[config.mk]
export PLATFORM = sky130hd
export DESIGN_NAME = csw_decoder
export DESIGN_NICKNAME = d
export VERILOG_FILES = /design/src/rtl/csw_pkg.sv /design/src/rtl/csw_regfile.sv /design/src/rtl/csw_window_match.sv /design/src/rtl/csw_priority.sv /design/src/rtl/csw_decoder.sv
export SDC_FILE = /design/constraint.sdc
export NUM_CORES = 1
export LEC_CHECK = 0
export BUFFER_PORTS_ARGS = -buffer_cell sky130_fd_sc_hd__clkbuf_2
export CORE_ASPECT_RATIO = 2
export CORE_MARGIN = 2
export CORE_UTILIZATION = 41
export DETAILED_ROUTE_END_ITERATION = 8
export GPL_TIMING_DRIVEN = 0
export PLACE_DENSITY = 0.63
export SLEW_MARGIN = 20
export SYNTH_ARGS = -nofsm -noshare
export SYNTH_HDL_FRONTEND = slang
export SYNTH_HIERARCHICAL = 1
export SYNTH_SLANG_ARGS = --single-unit
[constraint.sdc]
create_clock -name clk -period 5.7 [get_ports clk]
set_input_delay 0.855 -clock clk [delete_from_list [all_inputs] [get_ports clk]]
set_output_delay 0.855 -clock clk [all_outputs]
set_load 0.01 [all_outputs]
[src/rtl/csw_pkg.sv]
package csw_pkg;
  localparam int ADDR_W = 24;
  localparam int BYTE_W = 8;
  localparam int BASE_LSB = 16;

  typedef enum logic [1:0] {
    MAP_GROUP6 = 2'd0,
    MAP_GROUP7 = 2'd1,
    MAP_LINEAR = 2'd2
  } map_kind_e;

  function automatic map_kind_e kind_of(input int win);
    if (win == 0) return MAP_GROUP6;
    if (win == 1) return MAP_GROUP7;
    return MAP_LINEAR;
  endfunction

  // 1 = address bit left out of the compare
  function automatic logic [ADDR_W-1:0] ignore_vec(input map_kind_e k,
                                                   input logic [BYTE_W-1:0] m);
    logic [ADDR_W-1:0] v;
    v = '0;
    v[7:0] = 8'hFF;
    case (k)
      MAP_GROUP6: begin
        v[8]     = m[0];
        v[14:9]  = {6{m[1]}};
        v[20:15] = m[7:2];
      end
      MAP_GROUP7: begin
        v[8]     = m[0];
        v[15:9]  = {7{m[1]}};
        v[21:16] = m[7:2];
      end
      default: begin
        v[14:8]  = 7'h7F;
        v[22:15] = m;
      end
    endcase
    return v;
  endfunction

  function automatic logic [ADDR_W-1:0] base_vec(input logic [BYTE_W-1:0] b);
    return {b, {BASE_LSB{1'b0}}};
  endfunction
endpackage

[src/rtl/csw_regfile.sv]
module csw_regfile
  import csw_pkg::*;
#(
  parameter int NWIN = 4,
  parameter logic [7:0] BASE_OFF = 8'hC8,
  parameter logic [7:0] EN_OFF = 8'hD0
) (
  input  logic                       clk,
  input  logic                       rst_n,
  input  logic                       wr,
  input  logic [BYTE_W-1:0]          addr,
  input  logic [BYTE_W-1:0]          wdata,
  output logic [BYTE_W-1:0]          rdata,
  output logic [NWIN-1:0][BYTE_W-1:0] base_q,
  output logic [NWIN-1:0][BYTE_W-1:0] mask_q,
  output logic [NWIN-1:0]            en_q
);
  logic [NWIN-1:0] base_sel, mask_sel;
  logic            en_sel;

  assign en_sel = (addr == EN_OFF);

  for (genvar w = 0; w < NWIN; w++) begin : g_win
    localparam logic [7:0] BOFF = BASE_OFF + 8'(2 * w);
    localparam logic [7:0] MOFF = BASE_OFF + 8'(2 * w + 1);
    assign base_sel[w] = (addr == BOFF);
    assign mask_sel[w] = (addr == MOFF);

    always_ff @(posedge clk) begin
      if (!rst_n) begin
        base_q[w] <= '1;
        mask_q[w] <= '1;
      end else begin
        if (wr && base_sel[w]) base_q[w] <= wdata;
        if (wr && mask_sel[w]) mask_q[w] <= wdata;
      end
    end

    assert_mask_write_R2: assert property (@(posedge clk) disable iff (!rst_n)
      (wr && mask_sel[w]) |=> (mask_q[w] == $past(wdata)));
    assert_base_write_R2: assert property (@(posedge clk) disable iff (!rst_n)
      (wr && base_sel[w]) |=> (base_q[w] == $past(wdata)));
    assert_mask_hold_R2: assert property (@(posedge clk) disable iff (!rst_n)
      !(wr && mask_sel[w]) |=> $stable(mask_q[w]));
  end

  always_ff @(posedge clk) begin
    if (!rst_n) en_q <= '0;
    else if (wr && en_sel) en_q <= wdata[NWIN-1:0];
  end

  always_comb begin
    rdata = '0;
    for (int w = 0; w < NWIN; w++) begin
      if (base_sel[w]) rdata = base_q[w];
      if (mask_sel[w]) rdata = mask_q[w];
    end
    if (en_sel) rdata = BYTE_W'(en_q);
  end
endmodule

[src/rtl/csw_window_match.sv]
module csw_window_match
  import csw_pkg::*;
#(
  parameter int WIN = 0
) (
  input  logic [ADDR_W-1:0] addr,
  input  logic [BYTE_W-1:0] base,
  input  logic [BYTE_W-1:0] mask,
  input  logic              en,
  output logic              hit
);
  localparam map_kind_e KIND = kind_of(WIN);
  logic [ADDR_W-1:0] diff, care;

  assign care = ~ignore_vec(KIND, mask);
  assign diff = addr ^ base_vec(base);
  assign hit  = en && ((diff & care) == '0);
endmodule

[src/rtl/csw_priority.sv]
module csw_priority #(
  parameter int N = 4
) (
  input  logic [N-1:0] req,
  output logic [N-1:0] gnt
);
  always_comb begin
    gnt = '0;
    for (int i = N - 1; i >= 0; i--) begin
      if (req[i]) gnt = N'(1) << i;
    end
  end

  always_comb begin
    assert_grant_onehot_R9: assert ($onehot0(gnt));
    assert_grant_subset_R9: assert ((gnt & ~req) == '0);
  end
endmodule

[src/rtl/csw_decoder.sv]
module csw_decoder
  import csw_pkg::*;
#(
  parameter int NWIN = 4,
  parameter logic [7:0] BASE_OFF = 8'hC8,
  parameter logic [7:0] EN_OFF = 8'hD0
) (
  input  logic              clk,
  input  logic              rst_n,
  input  logic              reg_wr,
  input  logic [BYTE_W-1:0] reg_addr,
  input  logic [BYTE_W-1:0] reg_wdata,
  output logic [BYTE_W-1:0] reg_rdata,
  input  logic [ADDR_W-1:0] bus_addr,
  input  logic              bus_strobe,
  output logic [NWIN-1:0]   cs
);
  logic [NWIN-1:0][BYTE_W-1:0] base_q, mask_q;
  logic [NWIN-1:0]             en_q;
  logic [NWIN-1:0]             win_hit;
  logic [NWIN-1:0]             win_gnt;

  csw_regfile #(.NWIN(NWIN), .BASE_OFF(BASE_OFF), .EN_OFF(EN_OFF)) u_regs (
    .clk(clk), .rst_n(rst_n), .wr(reg_wr), .addr(reg_addr), .wdata(reg_wdata),
    .rdata(reg_rdata), .base_q(base_q), .mask_q(mask_q), .en_q(en_q)
  );

  for (genvar w = 0; w < NWIN; w++) begin : g_match
    csw_window_match #(.WIN(w)) u_match (
      .addr(bus_addr), .base(base_q[w]), .mask(mask_q[w]), .en(en_q[w]),
      .hit(win_hit[w])
    );
  end

  csw_priority #(.N(NWIN)) u_prio (.req(win_hit), .gnt(win_gnt));

  always_ff @(posedge clk) begin
    if (!rst_n) cs <= '0;
    else if (bus_strobe) cs <= win_gnt;
  end

  assert_cs_onehot_R9: assert property (@(posedge clk) disable iff (!rst_n)
    $onehot0(cs));
  assert_cs_hold_R10: assert property (@(posedge clk) disable iff (!rst_n)
    !bus_strobe |=> $stable(cs));
  assert_cs_enabled_R8: assert property (@(posedge clk) disable iff (!rst_n)
    bus_strobe |=> ((cs & ~$past(en_q)) == '0));
  assert_cs_from_hit_R3: assert property (@(posedge clk) disable iff (!rst_n)
    bus_strobe |=> ((cs & ~$past(win_hit)) == '0));
endmodule

==> out/summary.txt, run 1 <==
Transition time of the tightest slew-check pin = 0.864 ns
Post-synthesis average cell area = 7.95 um2
Worst path cell trace = clkbuf_2 -> or3b_1 -> buf_4 -> nor3_1 -> nand2_1 -> a21oi_1 -> a2bb2oi_1 -> clkbuf_2
Final weighted congestion of routability-driven global placement = 0.948
First-pass GRT wire length = 22.3 mm
Count of buffers from port buffering = 36
Number of enable-type register cells in the synthesized netlist = 0
WP data arrival = 2.64 ns
Kind of launch point of the worst setup path = input port
CTS HTree Levels = 3
Share of flip-flops with an asynchronous set or reset = 0
Required time reported for the critical path endpoint = 4.85 ns
FILL cells = 958
Biggest fanout along the worst timing path = 8
Drt total wl = 14.9 mm
Reg power frac = 0.434
Crit. End Element = output pin
Class of the most critical setup path = in -> out
Ratio of total power to cell area = 250 nW/um2
Starting density of the core = 0.419
Worst slew margin relative to its limit = 0.421
CTS tree = done
Number of routed nets with antenna violations = 0
Maximum frequency from static timing analysis = 286 MHz
Clock Pin Slew Worst Setup and Hold Paths = 0.05 ns
Maximum Capacitance Violations = 0
Setup Fix Bufs, Post-CTS = 0
Critical-path cell with the highest stage delay = nor3_1
Static leakage = 2.08 nW
Vias per std cell = 5.95
Overall Global Routing Usage = 0.294
Portion of total power attributed to the clock network = 0.469
Final design utilization = 0.484
Synth-to-layout area growth = 15.5%
N_diodes = 0
Core outline area = 9640 um2
Switching fraction of total power = 0.247
Detail Placement HPWL = 11.4 mm
Vias in the first global route = 3940
Share of total power in combinational logic = 0.097
Syn Std Cell Area = 4040 um2
Setup violation total in the final timing report = 0
Drt first pass iters = 5
Primary FF master, synth = dfxtp_1
DRT iter0 DRCs = 347
Total grt overflow = 0
Number of warnings reported in the yosys synthesis log = 6
Final critical-path share of the clock period = 0.612
Unrepaired setup endpoints after global routing = false
Flop and latch count out of synthesis = 72
Number of core rows = 51
Result of the run = completed
Final routed wire length divided by cell count = 21.5 um
Synthesized Nets = 552
Die X = 74.2 um
Hold crit path type = reg -> reg
Die Outline Area = 10700 um2
Peak supply drop = 0.156 mV
Number of primary I/O pins = 56
CTS-repair resized insts = 0
Post-CTS Hold Buffers = 0
TritonCTS sink count = 72
Pin count of the biggest net entering global routing = 12
Seq/Total Area, Yosys = 0.357
Crit-path max cell delay = 0.39 ns
Vias = 4114
Post-route minimum period = 3.49 ns
Number of antenna violations at the first check in global routing = 0
Clock latency reported for the late side of the worst-skew pair = 0.34 ns
Clock skew after layout = 0.00360 ns
Count of final hold-check violations = 0
Total net switching power = 288 uW
Sum Neg Setup Slack = 0 ns
Fraction of layout instances using a drive strength above 1 = 0.145
Number of remaining DRC errors = 0
Clock Tree Buf Depth = 2
Die Y-Extent = 144 um
Synth Instances = 508
Design internal power = 877 uW
Final slew viol count = 0
Clk Tree Root Cell = clkbuf_16
Cell mode on critical path = clkbuf_2
# nets final = 599
TritonCTS Buffers = 9
Number of library cell types mapped by synthesis = 59
final cells by class:
cell class | count | area (um2) | area share
plain buffers | 33 | 150 | 0.0322
clock buffers | 12 | 236 | 0.0507
clock inverters | 4 | 45.0 | 0.00965
inverters | 7 | 26.3 | 0.00563
multi-input cells | 396 | 2420 | 0.519
flip-flops and latches | 72 | 1440 | 0.309
well taps | 132 | 165 | 0.0354
repair buffers | 36 | 180 | 0.0386
cells by family after synthesis:
group | count (synthesis) | synth area share
and+or+nand+nor | 255 | 0.320
AOI/OAI and AO/OA | 80 | 0.129
buffers and inverters | 40 | 0.0437
muxes | 29 | 0.0811
DFF | 72 | 0.357
xor gates and xnor gates | 32 | 0.0694
synth_stat cells (3+ instances only):
cell / count / area [um2]
a21boi_1: 4 / 30.0
a21o_1: 5 / 37.5
a21oi_1: 14 / 70.1
a22o_1: 3 / 26.3
a31oi_1: 3 / 18.8
buf_2: 9 / 45.0
clkbuf_1: 20 / 75.1
dfxtp_1: 72 / 1440
inv_1: 7 / 26.3
mux2i_1: 26 / 260
mux4_2: 3 / 67.6
nand2_1: 135 / 507
nand2b_1: 5 / 31.3
nand3_1: 57 / 285
nand4_1: 6 / 37.5
nor2_1: 10 / 37.5
nor2b_1: 7 / 43.8
nor3_1: 3 / 15.0
nor3b_1: 3 / 22.5
nor4_2: 4 / 50.1
o21ai_0: 19 / 95.1
o22ai_1: 12 / 75.1
o2bb2ai_1: 4 / 35.0
xnor2_1: 27 / 236
xor2_1: 5 / 43.8
per-stage QoR:
stage          hold slack (ns)  cell area (um2)  std cells  power [mW]  setup WS, ns
6_report                 0.487             4670        692        1.16          2.21
5_1_grt                  0.505             4670        692        1.20          2.11
4_1_cts                  0.485             4670        692        1.17          2.23
3_5_place_dp             0.474             4390        676       0.626          2.23
3_3_place_gp             0.468             4390        676       0.626          2.23
2_1_floorplan            0.441             4040        508       0.580          2.67
cell usage in the layout (no fill, tap or decap), types with 5 or more instances in the layout:
master     Yosys  layout
o22ai_1       12      12
clkbuf_16      0       9
nand2_1      135     135
o21ai_0       19      19
mux2i_1       26      26
a21o_1         5       5
clkbuf_2       0      36
nor2_1        10      10
a21oi_1       14      14
nand3_1       57      57
xor2_1         5       5
xnor2_1       27      27
nand4_1        6       6
inv_1          7       7
buf_2          9       9
nor2b_1        7       7
dfxtp_1       72      72
clkbuf_1      20      23
nand2b_1       5       5
registers in the layout (all words and copies together), names as in the netlist:
signal,count
cs,4
u_regs/base_q,32
u_regs/mask_q,32
u_regs/en_q,4
critical path, delay by kind of cell:
family	cells	cell delay (ns)
compound gates	2	0.41
simple gates	3	0.90
buf+inv	3	0.45
final timing paths:
kind                                        from              to  slack, ns  cells after the start
worst max-delay path                 reg_addr[5]    reg_rdata[3]       2.21                      8
worst min-delay path              u_regs/en_q[3]  u_regs/en_q[3]       0.49                      2
worst max register to register  u_regs/base_q[8]           cs[3]       3.64                      7
worst min register to register    u_regs/en_q[3]  u_regs/en_q[3]       0.49                      2
routing by layer:
| metal | part of all wire | up-vias | GRT usage |
|---|---|---|---|
| li1 | - | 1867 | - |
| met1 | 0.35 | 1916 | 0.318 |
| met2 | 0.47 | 245 | 0.471 |
| met3 | 0.075 | 86 | 0.0627 |
| met4 | 0.10 | 0 | 0.249 |
| met5 | 0 | - | 0 |
power groups by stage:
| stage | sequential, mW | clock, mW | combinational [mW] |
|---|---|---|---|
| CTS | 0.505 | 0.550 | 0.110 |
| finish | 0.505 | 0.546 | 0.113 |
| floorplan | 0.516 | 0 | 0.0637 |
| global route | 0.505 | 0.572 | 0.119 |
| global placement | 0.516 | 0 | 0.109 |
| detailed placement | 0.516 | 0 | 0.110 |
Power figures use the tool's default switching activity.
==> run 2: changes to the inputs <==
ABC_AREA = 1   (was not set)
PLACE_DENSITY = 0.65   (was 0.63)
clock period = 3.14 ns   (was 5.7 ns; I/O delays follow)
==> run 2 against run 1 <==
- combinational power is 47% higher
- wire length is 0.71% lower
- global-route usage is 1.5 points lower
- sequential cell count stayed put
- die area is 4.7% higher
- non-clock buffer count is 3 lower
==> out/summary.txt, run 2 <==
Clk Tree Root Cell = clkbuf_16
N_diodes = 0
Largest cells by area after synthesis = dfxtp_1, nand2_1, o211ai_1
Final slew viol count = 0
Starting density of the core = 0.420
CTS HTree Levels = 3
Number of remaining DRC errors = 0
Die X = 75.9 um
Setup violation total in the final timing report = 0
Library cell occupying the most area in the post-synthesis netlist = dfxtp_1
Required time reported for the critical path endpoint = 2.67 ns
Vias = 4465
Worst path cell trace = clkbuf_2 -> nand2_1 -> nor2_2 -> buf_4 -> buf_4 -> nand3_1 -> nand3_1 -> nor2_1 -> nand4_1 -> nand2_1 -> nand2_1 -> clkbuf_2
Drt total wl = 14.8 mm
Count of buffers from port buffering = 46
Cell mode on critical path = nand2_1
Number of antenna violations at the first check in global routing = 0
Result of the run = completed
Final worst-path setup slack = 0.774 ns
Detail Placement HPWL = 11.4 mm
Crit. End Element = output pin
Kind of launch point of the worst setup path = input port
Critical-path cell with the highest stage delay = buf_4
Registers with the most flip-flops = u_regs/base_q (32), u_regs/mask_q (32)
Die Y-Extent = 148 um
Number of library cell types mapped by synthesis = 28
First-pass GRT wire length = 22.2 mm
Maximum Capacitance Violations = 0
Biggest fanout along the worst timing path = 10
Final critical-path share of the clock period = 0.754
Die Outline Area = 11200 um2
Ratio of total power to cell area = 455 nW/um2
Post-route minimum period = 2.37 ns
TritonCTS sink count = 72
Unrepaired setup endpoints after global routing = false
Flop and latch count out of synthesis = 72
Top cell type's share of synthesized area = 0.340
Syn Std Cell Area = 4240 um2
Clock Tree Buf Depth = 2
Final routed wire length divided by cell count = 16.9 um
# placed instances = 856
Clock Pin Slew Worst Setup and Hold Paths = 0.06 ns
Sum Neg Setup Slack = 0 ns
WP data arrival = 1.90 ns
Number of routed nets with antenna violations = 0
Static leakage = 3.10 nW
Setup Fix Bufs, Post-CTS = 0
Top-count cell post-synth = nand2_1
Leading cell types in the layout, fill and taps excluded = nand2_1, inv_1, dfxtp_1
Clock skew after layout = 0.00405 ns
Number of warnings reported in the yosys synthesis log = 6
Share of flip-flops with an asynchronous set or reset = 0
Post-CTS Hold Buffers = 0
Post-synthesis average cell area = 6.28 um2
Worst hold-check slack = 0.384 ns
Most common library cell in the layout ignoring fill and taps = nand2_1
Synthesized Nets = 719
Vias in the first global route = 4195
Synth-to-layout area growth = 17.6%
Instance area after placement = 4640 um2
Peak supply drop = 0.368 mV
Worst slew margin relative to its limit = 0.496
Count of final hold-check violations = 0
Final weighted congestion of routability-driven global placement = 0.997
CTS tree = done
Pin count of the biggest net entering global routing = 14
Transition time of the tightest slew-check pin = 0.755 ns
Total grt overflow = 0
Maximum frequency from static timing analysis = 423 MHz
Drt first pass iters = 5
Overall Global Routing Usage = 0.278
Post-Layout Cell Count = 872
Class of the most critical setup path = in -> out
Crit-path max cell delay = 0.17 ns
Number of enable-type register cells in the synthesized netlist = 0
Vias per std cell = 5.12
TritonCTS Buffers = 9
Finished Cell Area = 4980 um2
Primary FF master, synth = dfxtp_1
Synth Instances = 675
DRT iter0 DRCs = 375
Leading post-synthesis cells by instance count = nand2_1, inv_1, dfxtp_1
# nets final = 776
Number of core rows = 52
Hold crit path type = in -> reg
Core outline area = 10100 um2
Setup WS pre-CTS = 0.798 ns
Seq/Total Area, Yosys = 0.340
CTS-repair resized insts = 0
Number of primary I/O pins = 56
Fraction of layout instances using a drive strength above 1 = 0.153
Clock latency reported for the late side of the worst-skew pair = 0.34 ns
## run 2: cell count changes after synthesis, sizes merged, moves of 11 or more
| cell | delta |
|---|---|
| inv | +118 |
| nand2 | +92 |
| o211ai | +63 |
| nor2 | +61 |
| xnor2 | -27 |
| mux2i | -26 |
| nand3 | -16 |
| clkbuf | -12 |
| o22ai | -12 |
| o21ai | -11 |
## run 2: metal layers
layer,GRT usage,vias up,share of wire
li1,-,2238,-
met1,0.293,1987,0.36
met2,0.476,178,0.51
met3,0.0348,62,0.055
met4,0.206,0,0.074
met5,0,-,0
## run 2: cell families after synthesis
group                  after synthesis  synth area share
buffers and inverters              148             0.145
and+or+nand+nor                    368             0.373
DFF                                 72             0.340
AOI/OAI and AO/OA                   87             0.142
## run 2: worst max-delay path: cells and delay by family
family | cells | cell delay (ns)
buffers and inverters | 4 | 0.55
and+or+nand+nor | 8 | 0.87
## run 2: report_power, final
| group | internal (mW) | leakage [nW] | switching [mW] |
|---|---|---|---|
| clock network | 0.776 | 0.166 | 0.402 |
| logic | 0.0444 | 2.35 | 0.121 |
| registers | 0.918 | 0.583 | 0.00336 |
## run 2: layout make-up
cell class                 count  area, um2
buffer                        20        135
clock buffer                   9        225
clock inverter                 7        120
fill                        1044       5100
inverter                     128        480
multi-input combinational    455       2180
sequential                    72       1440
tap                          135        169
timing repair buffer          46        230
## run 2: metrics by stage
step	util	total power, mW
after floorplan	-	1.02
after global placement	0.460	1.10
after detailed placement	0.460	1.10
after CTS	0.494	2.28
after global routing	0.494	2.34
final	0.494	2.27
## run 2: final timing paths
| check | startpoint | end | slack, ns | cells after the start |
|---|---|---|---|---|
| worst max-delay path | reg_addr[7] | reg_rdata[0] | 0.77 | 12 |
| worst min register to register | cs[0] | cs[0] | 0.47 | 2 |
| worst max register to register | u_regs/base_q[5] | cs[2] | 1.63 | 15 |
| worst min-delay path | bus_strobe | cs[1] | 0.38 | 3 |
==> run 3: changes to the inputs <==
clock period = 1.9 ns   (was 3.14 ns; I/O delays follow)
==> run 3 against run 2 <==
- sequential power up 65%
- wire length is 2.2% higher
- clock power is 65% higher
- non-clock buffer count rose by 7
- clock skew decreased by 0.0011 ns
- register-to-register slack worse by 1.2 ns
- count of clock-buffer cells in the layout unchanged
- largest power group unchanged
==> out/summary.txt, run 3 (synthesis gave the netlist of run 2 again) <==
First-pass GRT wire length = 22.3 mm
Hold crit path type = in -> reg
Slack of the worst reg-to-reg path = 0.41 ns
Core outline area = 10100 um2
Hold path startpoint = bus_strobe
Static leakage = 3.20 nW
Result of the run = completed
Reg-to-reg endpoint = cs[2]
Maximum frequency from static timing analysis = 528 MHz
Vias = 4608
Drt first pass iters = 5
Number of routed nets with antenna violations = 0
Required time reported for the critical path endpoint = 1.62 ns
Multi-input gate area in the final layout = 2300 um2
Registers with the most flip-flops = u_regs/base_q (32), u_regs/mask_q (32)
Class of the most critical setup path = in -> out
Die Outline Area = 11200 um2
N_diodes = 0
Number of primary I/O pins = 56
Final weighted congestion of routability-driven global placement = 0.997
Clock Pin Slew Worst Setup and Hold Paths = 0.06 ns
CTS tree = done
Maximum Capacitance Violations = 0
Leading cell types in the layout, fill and taps excluded = nand2_1, inv_1, dfxtp_1
Pin count of the biggest net entering global routing = 14
Setup violation total in the final timing report = 0
Kind of launch point of the worst setup path = input port
WP data arrival = 1.61 ns
Starting density of the core = 0.420
Vias in the first global route = 4238
Number of remaining DRC errors = 0
Post-route minimum period = 1.89 ns
Clock skew after layout = 0.00297 ns
Worst-case reg-to-reg path depth = 15
Ratio of total power to cell area = 728 nW/um2
Detail Placement HPWL = 11.4 mm
Worst setup path startpoint = reg_addr[2]
Crit. End Element = output pin
Biggest fanout along the worst timing path = 8
DRT iter0 DRCs = 344
Final routed wire length divided by cell count = 17.2 um
Clk Tree Root Cell = clkbuf_16
CTS HTree Levels = 3
Worst slew margin relative to its limit = 0.486
Count of buffers from port buffering = 46
Overall Global Routing Usage = 0.280
TritonCTS sink count = 72
Synth-to-layout area growth = 22.4%
Area taken by flip-flops and latches = 1440 um2
Worst Hold Path Cells = 3
Number of antenna violations at the first check in global routing = 0
Total grt overflow = 0
# nets final = 783
Vias per std cell = 5.24
Clock latency reported for the late side of the worst-skew pair = 0.34 ns
Launching point of the worst reg2reg path = u_regs/base_q[5]
TritonCTS Buffers = 9
Transition time of the tightest slew-check pin = 0.771 ns
Final design utilization = 0.514
Die Y-Extent = 148 um
Hold-critical path endpoint = cs[1]
Peak supply drop = 0.606 mV
FILL cells = 1035
Fraction of layout instances using a drive strength above 1 = 0.196
Final slew viol count = 0
Drt total wl = 15.1 mm
Overall power consumption = 3.77 mW
Most common library cell in the layout ignoring fill and taps = nand2_1
Count of final hold-check violations = 0
Die X = 75.9 um
Clock Tree Buf Depth = 2
Final critical-path share of the clock period = 0.997
Number of core rows = 52
-- run 3: critical path, cell delays in order --
cell and delay (ns):
clkbuf_2 0.11, inv_1 0.13, nand2_2 0.15, nor2_4 0.23
nand3_1 0.11, nand3_1 0.13, nor2_1 0.06, nand4_1 0.13
nand2_1 0.08, nand2_1 0.07, clkbuf_2 0.12
-- run 3: where the power goes --
group	switching (mW)	internal [mW]	leakage, nW
sequential	0.00560	1.52	0.583
combinational	0.216	0.0840	2.45
clock	0.669	1.28	0.166
total	0.890	2.88	3.20
-- run 3: metal layers --
| metal | global-route usage | vias up | wire length [um] |
|---|---|---|---|
| met5 | 0 | - | 0 |
| met4 | 0.223 | 0 | 1300 |
| met3 | 0.0368 | 72 | 811 |
| met2 | 0.473 | 204 | 7640 |
| met1 | 0.294 | 2082 | 5340 |
| li1 | - | 2250 | - |
-- run 3: worst max-delay path by stage --
stage	slack (ns)	endpoint	cells after the start
after global placement	-0.08	reg_rdata[6]	10
after floorplan	0.43	reg_rdata[4]	10
after global routing	-0.004	reg_rdata[0]	12
after CTS	0.01	reg_rdata[0]	13
final	0.005	reg_rdata[0]	11
after detailed placement	-0.09	u_regs/base_q[20]	5
-- run 3: layout make-up --
class / count / area share
multi-input cells: 455 / 0.443
flip-flops and latches: 72 / 0.278
clock buffers: 9 / 0.0434
plain buffers: 20 / 0.0275
repair buffers: 53 / 0.0593
well taps: 135 / 0.0326
inverters: 128 / 0.0926
clock inverters: 7 / 0.0232
-- run 3: per-stage QoR --
stage	instances	setup TNS [ns]	setup slack [ns]	hold slack (ns)	cell area, um2
floorplan	675	0	0.434	0.405	4240
global placement	856	-0.634	-0.0842	0.459	4640
detailed placement	856	-0.914	-0.0926	0.463	4640
CTS	873	0	0.0112	0.188	5020
global route	879	-0.00477	-0.00382	0.205	5190
finish	879	0	0.00530	0.197	5190
-- run 3: timing repair --
item	4_1_cts	5_1_grt
pin swaps	4	13
setup endpoints to repair	6	8
setup buffers	0	5
hold buffers	0	0
gates cloned	1	1
gates resized for setup	8	36
